[config.mk]
export PLATFORM = sky130hd
export DESIGN_NAME = shared_cell_store
export DESIGN_NICKNAME = d
export VERILOG_FILES = /design/src/rtl/shared_cell_store.sv
export SDC_FILE = /design/constraint.sdc
export NUM_CORES = 2
export LEC_CHECK = 0
export BUFFER_PORTS_ARGS = -buffer_cell sky130_fd_sc_hd__buf_2
export CAP_MARGIN = 20
export CORE_MARGIN = 2
export CORE_UTILIZATION = 50
export CTS_BUF_LIST = sky130_fd_sc_hd__clkbuf_8 sky130_fd_sc_hd__clkbuf_16
export CTS_CLUSTER_SIZE = 24
export DETAILED_ROUTE_END_ITERATION = 6
export PLACE_DENSITY = 0.67
export SETUP_SLACK_MARGIN = 0.4
export SLEW_MARGIN = 20
export SYNTH_ARGS = -nofsm -noshare
export SYNTH_HDL_FRONTEND = slang
export SYNTH_SLANG_ARGS = --single-unit
[constraint.sdc]
create_clock -name clk -period 10.6 [get_ports clk]
set_input_delay 1.06 -clock clk [delete_from_list [all_inputs] [get_ports clk]]
set_output_delay 1.06 -clock clk [all_outputs]
set_load 0.01 [all_outputs]
[src/rtl/shared_cell_store.sv]
module shared_cell_store #(
  parameter int N_IN  = 4,
  parameter int N_OUT = 4,
  parameter int DEPTH = 16,
  parameter int W     = 16,
  parameter int CW    = 16,
  localparam int DW   = (N_OUT > 1) ? $clog2(N_OUT) : 1,
  localparam int AW   = (DEPTH > 1) ? $clog2(DEPTH) : 1,
  localparam int SPW  = $clog2(DEPTH + 1)
) (
  input  logic               clk,
  input  logic               rst_n,
  input  logic [N_IN-1:0]    in_valid,
  input  logic [N_IN*DW-1:0] in_dest,
  input  logic [N_IN*W-1:0]  in_data,
  input  logic [N_OUT-1:0]   out_take,
  output logic [N_OUT-1:0]   out_avail,
  output logic [N_OUT*W-1:0] out_data,
  output logic               buf_full,
  output logic [CW-1:0]      drop_count
);

  logic [W-1:0]   mem_q [DEPTH];
  logic [AW-1:0]  stk_q [DEPTH];
  logic [AW-1:0]  nxt_q [DEPTH];
  logic [AW-1:0]  hd_q  [N_OUT];
  logic [AW-1:0]  tl_q  [N_OUT];
  logic [SPW-1:0] cnt_q [N_OUT];
  logic [SPW-1:0] sp_q;
  logic [CW-1:0]  drop_q;

  logic [AW-1:0]  stk_n [DEPTH];
  logic [AW-1:0]  nxt_n [DEPTH];
  logic [AW-1:0]  hd_n  [N_OUT];
  logic [AW-1:0]  tl_n  [N_OUT];
  logic [SPW-1:0] cnt_n [N_OUT];
  logic [SPW-1:0] sp_n;
  logic [CW-1:0]  drop_n;

  logic [N_IN-1:0] acc;
  logic [AW-1:0]   wad [N_IN];
  logic [SPW-1:0]  spv, spm1;
  logic [DW-1:0]   d;
  logic [AW-1:0]   a;
  int              nd;

  assign buf_full   = (sp_q == '0);
  assign drop_count = drop_q;

  for (genvar o = 0; o < N_OUT; o++) begin : g_out
    assign out_avail[o]        = (cnt_q[o] != '0);
    assign out_data[o*W +: W]  = mem_q[hd_q[o]];
  end

  always_comb begin
    stk_n = stk_q;
    nxt_n = nxt_q;
    hd_n  = hd_q;
    tl_n  = tl_q;
    cnt_n = cnt_q;
    spv   = sp_q;
    spm1  = '0;
    nd    = 0;
    acc   = '0;
    d     = '0;
    a     = '0;
    for (int i = 0; i < N_IN; i++) begin
      wad[i] = '0;
      if (in_valid[i]) begin
        d = in_dest[i*DW +: DW];
        if (spv != '0 && int'(d) < N_OUT) begin
          spm1   = spv - SPW'(1);
          a      = stk_q[spm1[AW-1:0]];
          spv    = spm1;
          acc[i] = 1'b1;
          wad[i] = a;
          if (cnt_n[d] == '0) hd_n[d] = a;
          else                nxt_n[tl_n[d]] = a;
          tl_n[d]  = a;
          cnt_n[d] = cnt_n[d] + SPW'(1);
        end else begin
          nd = nd + 1;
        end
      end
    end
    for (int o = 0; o < N_OUT; o++) begin
      if (out_take[o] && cnt_q[o] != '0) begin
        stk_n[spv[AW-1:0]] = hd_q[o];
        spv      = spv + SPW'(1);
        hd_n[o]  = nxt_n[hd_q[o]];
        cnt_n[o] = cnt_n[o] - SPW'(1);
      end
    end
    sp_n   = spv;
    drop_n = drop_q + CW'(nd);
  end

  always_ff @(posedge clk) begin
    for (int i = 0; i < N_IN; i++)
      if (acc[i]) mem_q[wad[i]] <= in_data[i*W +: W];
  end

  always_ff @(posedge clk) begin
    if (!rst_n) begin
      for (int k = 0; k < DEPTH; k++) begin
        stk_q[k] <= AW'(k);
        nxt_q[k] <= '0;
      end
      for (int o = 0; o < N_OUT; o++) begin
        hd_q[o]  <= '0;
        tl_q[o]  <= '0;
        cnt_q[o] <= '0;
      end
      sp_q   <= SPW'(DEPTH);
      drop_q <= '0;
    end else begin
      stk_q  <= stk_n;
      nxt_q  <= nxt_n;
      hd_q   <= hd_n;
      tl_q   <= tl_n;
      cnt_q  <= cnt_n;
      sp_q   <= sp_n;
      drop_q <= drop_n;
    end
  end

endmodule


# After elaboration in Yosys (flattened, before gate mapping)
# Memory sizes are Yosys's and may differ from the RTL's. A register that Yosys moved wholly into a read port is not among the register bits.
# Index checks and enable logic that the tools add are counted.
# totals
mem_bits_rw	256
inputBits	82
word_cells	348
n_memories	1
out_inout_bits	85
register_bits	201
# mem_list
name	depth	width	read_ports	rd_clocked_by_memory_dff	write_ports	line_no	source
mem_q	16	16	4	4	4	23	logic [W-1:0] mem_q [DEPTH];
# classes
mux	200
n_reduce_logical	29
addsub	20
n_bitwise	20
n_lt_le_gt_ge	32
# op_table
op	n
2-to-1 mux 64 bit	16
bitwise mux 64 bit	8
2-to-1 mux 16 bit	26
2-to-1 mux 4 bit	52
2-to-1 mux 20 bit	8
2-to-1 mux 5 bit	28
binary-select mux 4 bit (select 4 bit)	8
bitwise mux 16 bit	8
demux 4 bit (select 4 bit)	8
bitwise mux 20 bit	4
>= comparator 5 bit, second input constant	16
inverter 4 -> 5 bit	16
adder 5 x 1 -> 5 bit, second input constant	8
binary-select mux 5 bit (select 2 bit)	4
demux 5 bit (select 2 bit)	4
< comparator 5 x 1 -> 1 bit, second input constant	8
nonzero test 5 bit	8
subtractor 5 x 1 -> 5 bit, second input constant	8
adder 16 x 2 -> 16 bit, second input constant	2
binary-select mux 4 bit (select 2 bit)	4
demux 4 bit (select 2 bit)	4
logical NOT 5 bit	5
2-to-1 mux 1 bit	18
adder 16 bit	1
5 further kinds	29

# Logic depth before layout (Yosys ltp)
# depth
depth_word	34
ltp_mapped	43
ltp_nobuf	35

# Worst setup path before layout
# Ideal clock, no wire load.
# synth_timing
kind	reg-to-reg
from	register sp_q[0]
to	register stk_q[17] in the netlist's numbering
required_time_ns	10.467
setup_ns	0.133
arrival_time_ns	8.613
slack_ns	1.854
period_less_slack_ns	8.746
n_path_buf	8
path_stages_with_launch	44
cell_sequence	dfxtp_1 -> buf_6 -> clkinv_1 -> ha_1 -> buf_2 -> or4b_1 -> buf_4 -> inv_4 -> nor3_1 -> nor2_2 -> inv_2 -> buf_4 -> ha_1 -> nor2b_1 -> a21oi_1 -> nand3_4 -> nor3_2 -> o2111ai_4 -> (+8 left out) -> o21ai_4 -> mux2_2 -> inv_1 -> ha_1 -> a21oi_1 -> inv_1 -> ha_1 -> nor2_1 -> a21oi_1 -> ha_1 -> mux2i_1 -> inv_1 -> ha_1 -> nand2_1 -> clkbuf_1 -> nor3_2 -> a211oi_1 -> o21ai_0
# synth_via
elab_chain_len	25
# synth_lines
item	line_no	source
from (decl)	29	logic [SPW-1:0] sp_q;
from (signal assigned)	114	sp_q <= SPW'(DEPTH);
from (signal assigned)	122	sp_q <= sp_n;
subtractor 5 x 1 -> 5 bit / nonzero test 5 bit (equally long branches)	72, 71	
2-to-1 mux 5 bit	71	if (spv != '0 && int'(d) < N_OUT) begin
2-to-1 mux 5 bit (*)	69	if (in_valid[i]) begin
subtractor 5 x 1 -> 5 bit / nonzero test 5 bit (equally long branches)	72, 71	
2-to-1 mux 5 bit	71	
2-to-1 mux 5 bit (*)	69	
subtractor 5 x 1 -> 5 bit / nonzero test 5 bit (equally long branches)	72, 71	
2-to-1 mux 5 bit	71	
(+9 left out)	--	
2-to-1 mux 5 bit, or another cell as far along	87	if (out_take[o] && cnt_q[o] != '0) begin
inverter 4 -> 5 bit (not written as such), or another cell as far along	88	stk_n[spv[AW-1:0]] = hd_q[o];
>= comparator 5 bit (not written as such), or another cell as far along	88	
logical AND 1 bit (not written as such), or another cell as far along	88	
2-to-1 mux 4 bit (not written as such) / bitwise mux 64 bit (equally long branches)	88	
demux 4 bit (select 4 bit) / 2-to-1 mux 64 bit (equally long branches)	88, 87	
bitwise mux 64 bit	88	
2-to-1 mux 64 bit (*)	87	
to (signal, indexed assignment)	106	stk_q[k] <= AW'(k);
to (signal assigned)	117	stk_q <= stk_n;
to (decl)	24	logic [AW-1:0] stk_q [DEPTH];
# Mark *: on every way between the ends. The rest lies on a longest branch, timed or not.
# A chain may end at the register's enable or synchronous reset.

==> results.sh <==
export IMPL_reg2reg_setup_slack_ns=0.88
export IMPL_min_period_over_period_pct=91.7
export IMPL_cts_htree_levels=2
export IMPL_final_setup_tns_ns=0
export IMPL_crit_start="sp_q[0]"
export IMPL_place_congestion=1.02
export IMPL_hold_path_class="reg2reg"
export IMPL_multi_input_area_mm2=0.0340
export IMPL_dp_hpwl_um=144000
export IMPL_fillers=8424
export IMPL_final_hold_viol_count=0
export IMPL_io_pins=167
export IMPL_portBuffers=166
export IMPL_async_flop_share_pct=0
export IMPL_grt_pass1_vias=43600
export IMPL_avgSynthCellArea_um2=9.31
export IMPL_synth_edff_count=256
export IMPL_holdWs_ns=0.515
export IMPL_cts_clk_slew_worst_paths_ns=0.06
export IMPL_cts_tree="yes"
export IMPL_synth_cells=5127
export IMPL_synth_ff_type="edfxtp_1"
export IMPL_setup_violations=0
export IMPL_vias=46400
export IMPL_routed_wl_um=217000
export IMPL_syn_nets=5248
export IMPL_hold_start="drop_count[15]"
export IMPL_root_buffer="clkbuf_16"
export IMPL_yosysWarnings=0
export IMPL_cp_max_fo=33
export IMPL_netlist_area_mm2=0.0477
export IMPL_ys_seq_area_share_pct=24.5
export IMPL_start_util_pct=50.4
export IMPL_overflow=0
export IMPL_wire_per_inst_um=34.4
export IMPL_area_growth_synth_to_final_pct=8.26
export IMPL_antenna_found_initial=39
export IMPL_rows=113
export IMPL_fin_skew_ns=0.0341
export IMPL_track_usage_pct=43.3
export IMPL_die_h_um=313
export IMPL_first_pass_iters=7
export IMPL_numCtsBuffers=57
export IMPL_synth_seq_cells=457
export IMPL_yosysUniqueCellTypes=127
export IMPL_drive_gt1_share_pct=23.8
export IMPL_criticalPathCategory="reg2reg"
export IMPL_die_x_um=313
export IMPL_cp_end_kind="flip-flop"
export IMPL_drc=0
export IMPL_dp_cells=6192
export IMPL_core_area_mm2=0.0947
export IMPL_worstMarginPinSlew_ns=1.24
export IMPL_report_final_slew_viol_count=0
export IMPL_ctsHoldBuffers=0
export IMPL_grt_max_degree=65
export IMPL_fin_crit_ns=9.72
export IMPL_drt_iter0_drc=7331
export IMPL_status="completed"
export IMPL_fmax_mhz=103
export IMPL_die_area_mm2=0.0979
export IMPL_cts_sinks=457
export IMPL_arrival_ns=10.08
export IMPL_avgViaCountPerCell=7.33
export IMPL_grt_pass1_wl_um=310000
export IMPL_clk_latency_ns=0.70
export IMPL_cp_start_kind="flip-flop"
export IMPL_nets=5108
export IMPL_seq_area_mm2=0.0118
export IMPL_maxCapViolations=0
export IMPL_drtAntennaViolNets=0
export IMPL_critPathRequiredTime_ns=10.96
export IMPL_relSlewSlack_pct=16.9
export IMPL_rr_startpoint="sp_q[0]"
export IMPL_clockBufferDepth=3
export IMPL_finalNonFillerCells=6325
export IMPL_rsz0062_at_grt="no"
repair_timing:
action	CTS	global route
resized for setup	0	18
endpoints found under the hold margin	0	0
setup buffers	0	1
endpoints found under the setup margin	0	78
metal layers:
metal / GRT usage [%] / vias up / routed length (µm)
li1: - / 19100 / -
met1: 52.6 / 22000 / 73200
met2: 62.9 / 4043 / 90500
met3: 15.4 / 1146 / 33100
met4: 33.2 / 34 / 20300
met5: 0.484 / - / 278
cell families (layout without fill, tap and decap cells):
| kind of cell | Yosys count | in the layout | synth area share [%] |
|---|---|---|---|
| flip-flops | 457 | 457 | 24.5 |
| XOR/XNOR | 89 | 89 | 1.97 |
| adder cells (fa/ha/maj) | 39 | 39 | 1.04 |
| multiplexers | 1240 | 1240 | 37.5 |
| buffers and inverters | 579 | 486 | 4.84 |
| AND/OR/NAND/NOR | 1610 | 1610 | 15.7 |
| other | 0 | 26 | 0 |
| AO/OA/AOI/OAI | 1113 | 1113 | 14.5 |
critical path, stage by stage (launching register included):
cell and delay (ns):
dfxtp_1 0.31, clkinv_1 0.16, ha_2 0.32, or4b_1 0.57, inv_4 0.27, nor2_1 0.17
nor2_1 0.31, inv_1 0.18, ha_1 0.33, or4_1 0.70, nand3_4 0.13, nor3_2 0.08
o2111ai_4 0.31, and2_1 0.49, nand2_1 0.17, o21a_1 0.14, buf_4 0.23, ha_1 0.75
mux4_2 0.40, mux4_2 0.83, inv_1 0.56, nand3_1 0.39, nor2_2 0.18, buf_4 0.47
inv_1 0.11, o2111ai_2 0.36, buf_4 0.43
sequential cells by signal, summed over array words and instances (netlist names):
register and count:
mem_q 256, nxt_q 64, stk_q 64, cnt_q 20, drop_count 16, hd_q 16, tl_q 16, sp_q 5
synth_stat cells, types with 26 or more instances:
library cell | number | area share, %
a21oi_1 | 184 | 1.9
nand2b_1 | 26 | 0.34
clkbuf_1 | 422 | 3.3
mux2_2 | 169 | 4.0
o21ai_0 | 551 | 5.8
mux2i_1 | 650 | 14
nor3_1 | 104 | 1.1
dfxtp_1 | 201 | 8.4
nor2_1 | 420 | 3.3
o211ai_1 | 52 | 0.82
mux4_2 | 419 | 20
nand3_1 | 69 | 0.72
buf_1 | 48 | 0.38
xnor2_1 | 50 | 0.92
a211oi_1 | 57 | 0.90
edfxtp_1 | 256 | 16
nor4_1 | 33 | 0.43
nor3_2 | 30 | 0.63
inv_1 | 57 | 0.45
and2_1 | 57 | 0.75
nand2_1 | 692 | 5.4
ha_1 | 38 | 1.0
cells in the final DEF (no fill, tap or decap), types with 26 or more instances in the layout:
master	synthesis	final
o21ai_0	551	551
diode_2	0	26
nor4_1	33	33
xnor2_1	50	46
nor3_1	104	97
a21oi_1	184	180
mux2_2	169	169
mux2i_1	650	647
ha_1	38	37
dfxtp_1	201	187
nor2_1	420	397
o211ai_1	52	52
and2_1	57	57
clkbuf_16	0	58
a211oi_1	57	57
mux4_2	419	419
nand2_1	692	689
nor3_2	30	33
edfxtp_1	256	256
buf_4	10	145
buf_2	22	166
nand3_1	69	69
nand2b_1	26	26
inv_1	57	66
metrics by stage:
stage / area [µm²] / utilization [%] / setup WS (ns)
floorplan: 47700 / - / 1.85
global placement: 49400 / 52.1 / 0.829
detailed placement: 49400 / 52.2 / 0.470
CTS: 51500 / 54.3 / 0.456
global route: 51600 / 54.5 / 0.414
finish: 51600 / 54.5 / 0.875
path summary, 6_finish.rpt:
check	to	cells past startpoint
worst max register to register	mem_q[6][8]	26
worst min register to register	drop_count[15]	2
worst min-delay path	drop_count[15]	2
worst max-delay path	mem_q[6][8]	26
area by class of cell:
cell class	count	share of cell area (%)
clock inverters	40	0.945
repair buffers	312	3.77
inverters	68	0.504
flip-flops and latches	457	22.8
well taps	1265	3.06
multi-input cells	4091	65.8
clock buffers	66	3.02
diodes	26	0.126
Power is not shown: default switching activity piles up to over one toggle a cycle in this logic, so the estimate is an artifact.
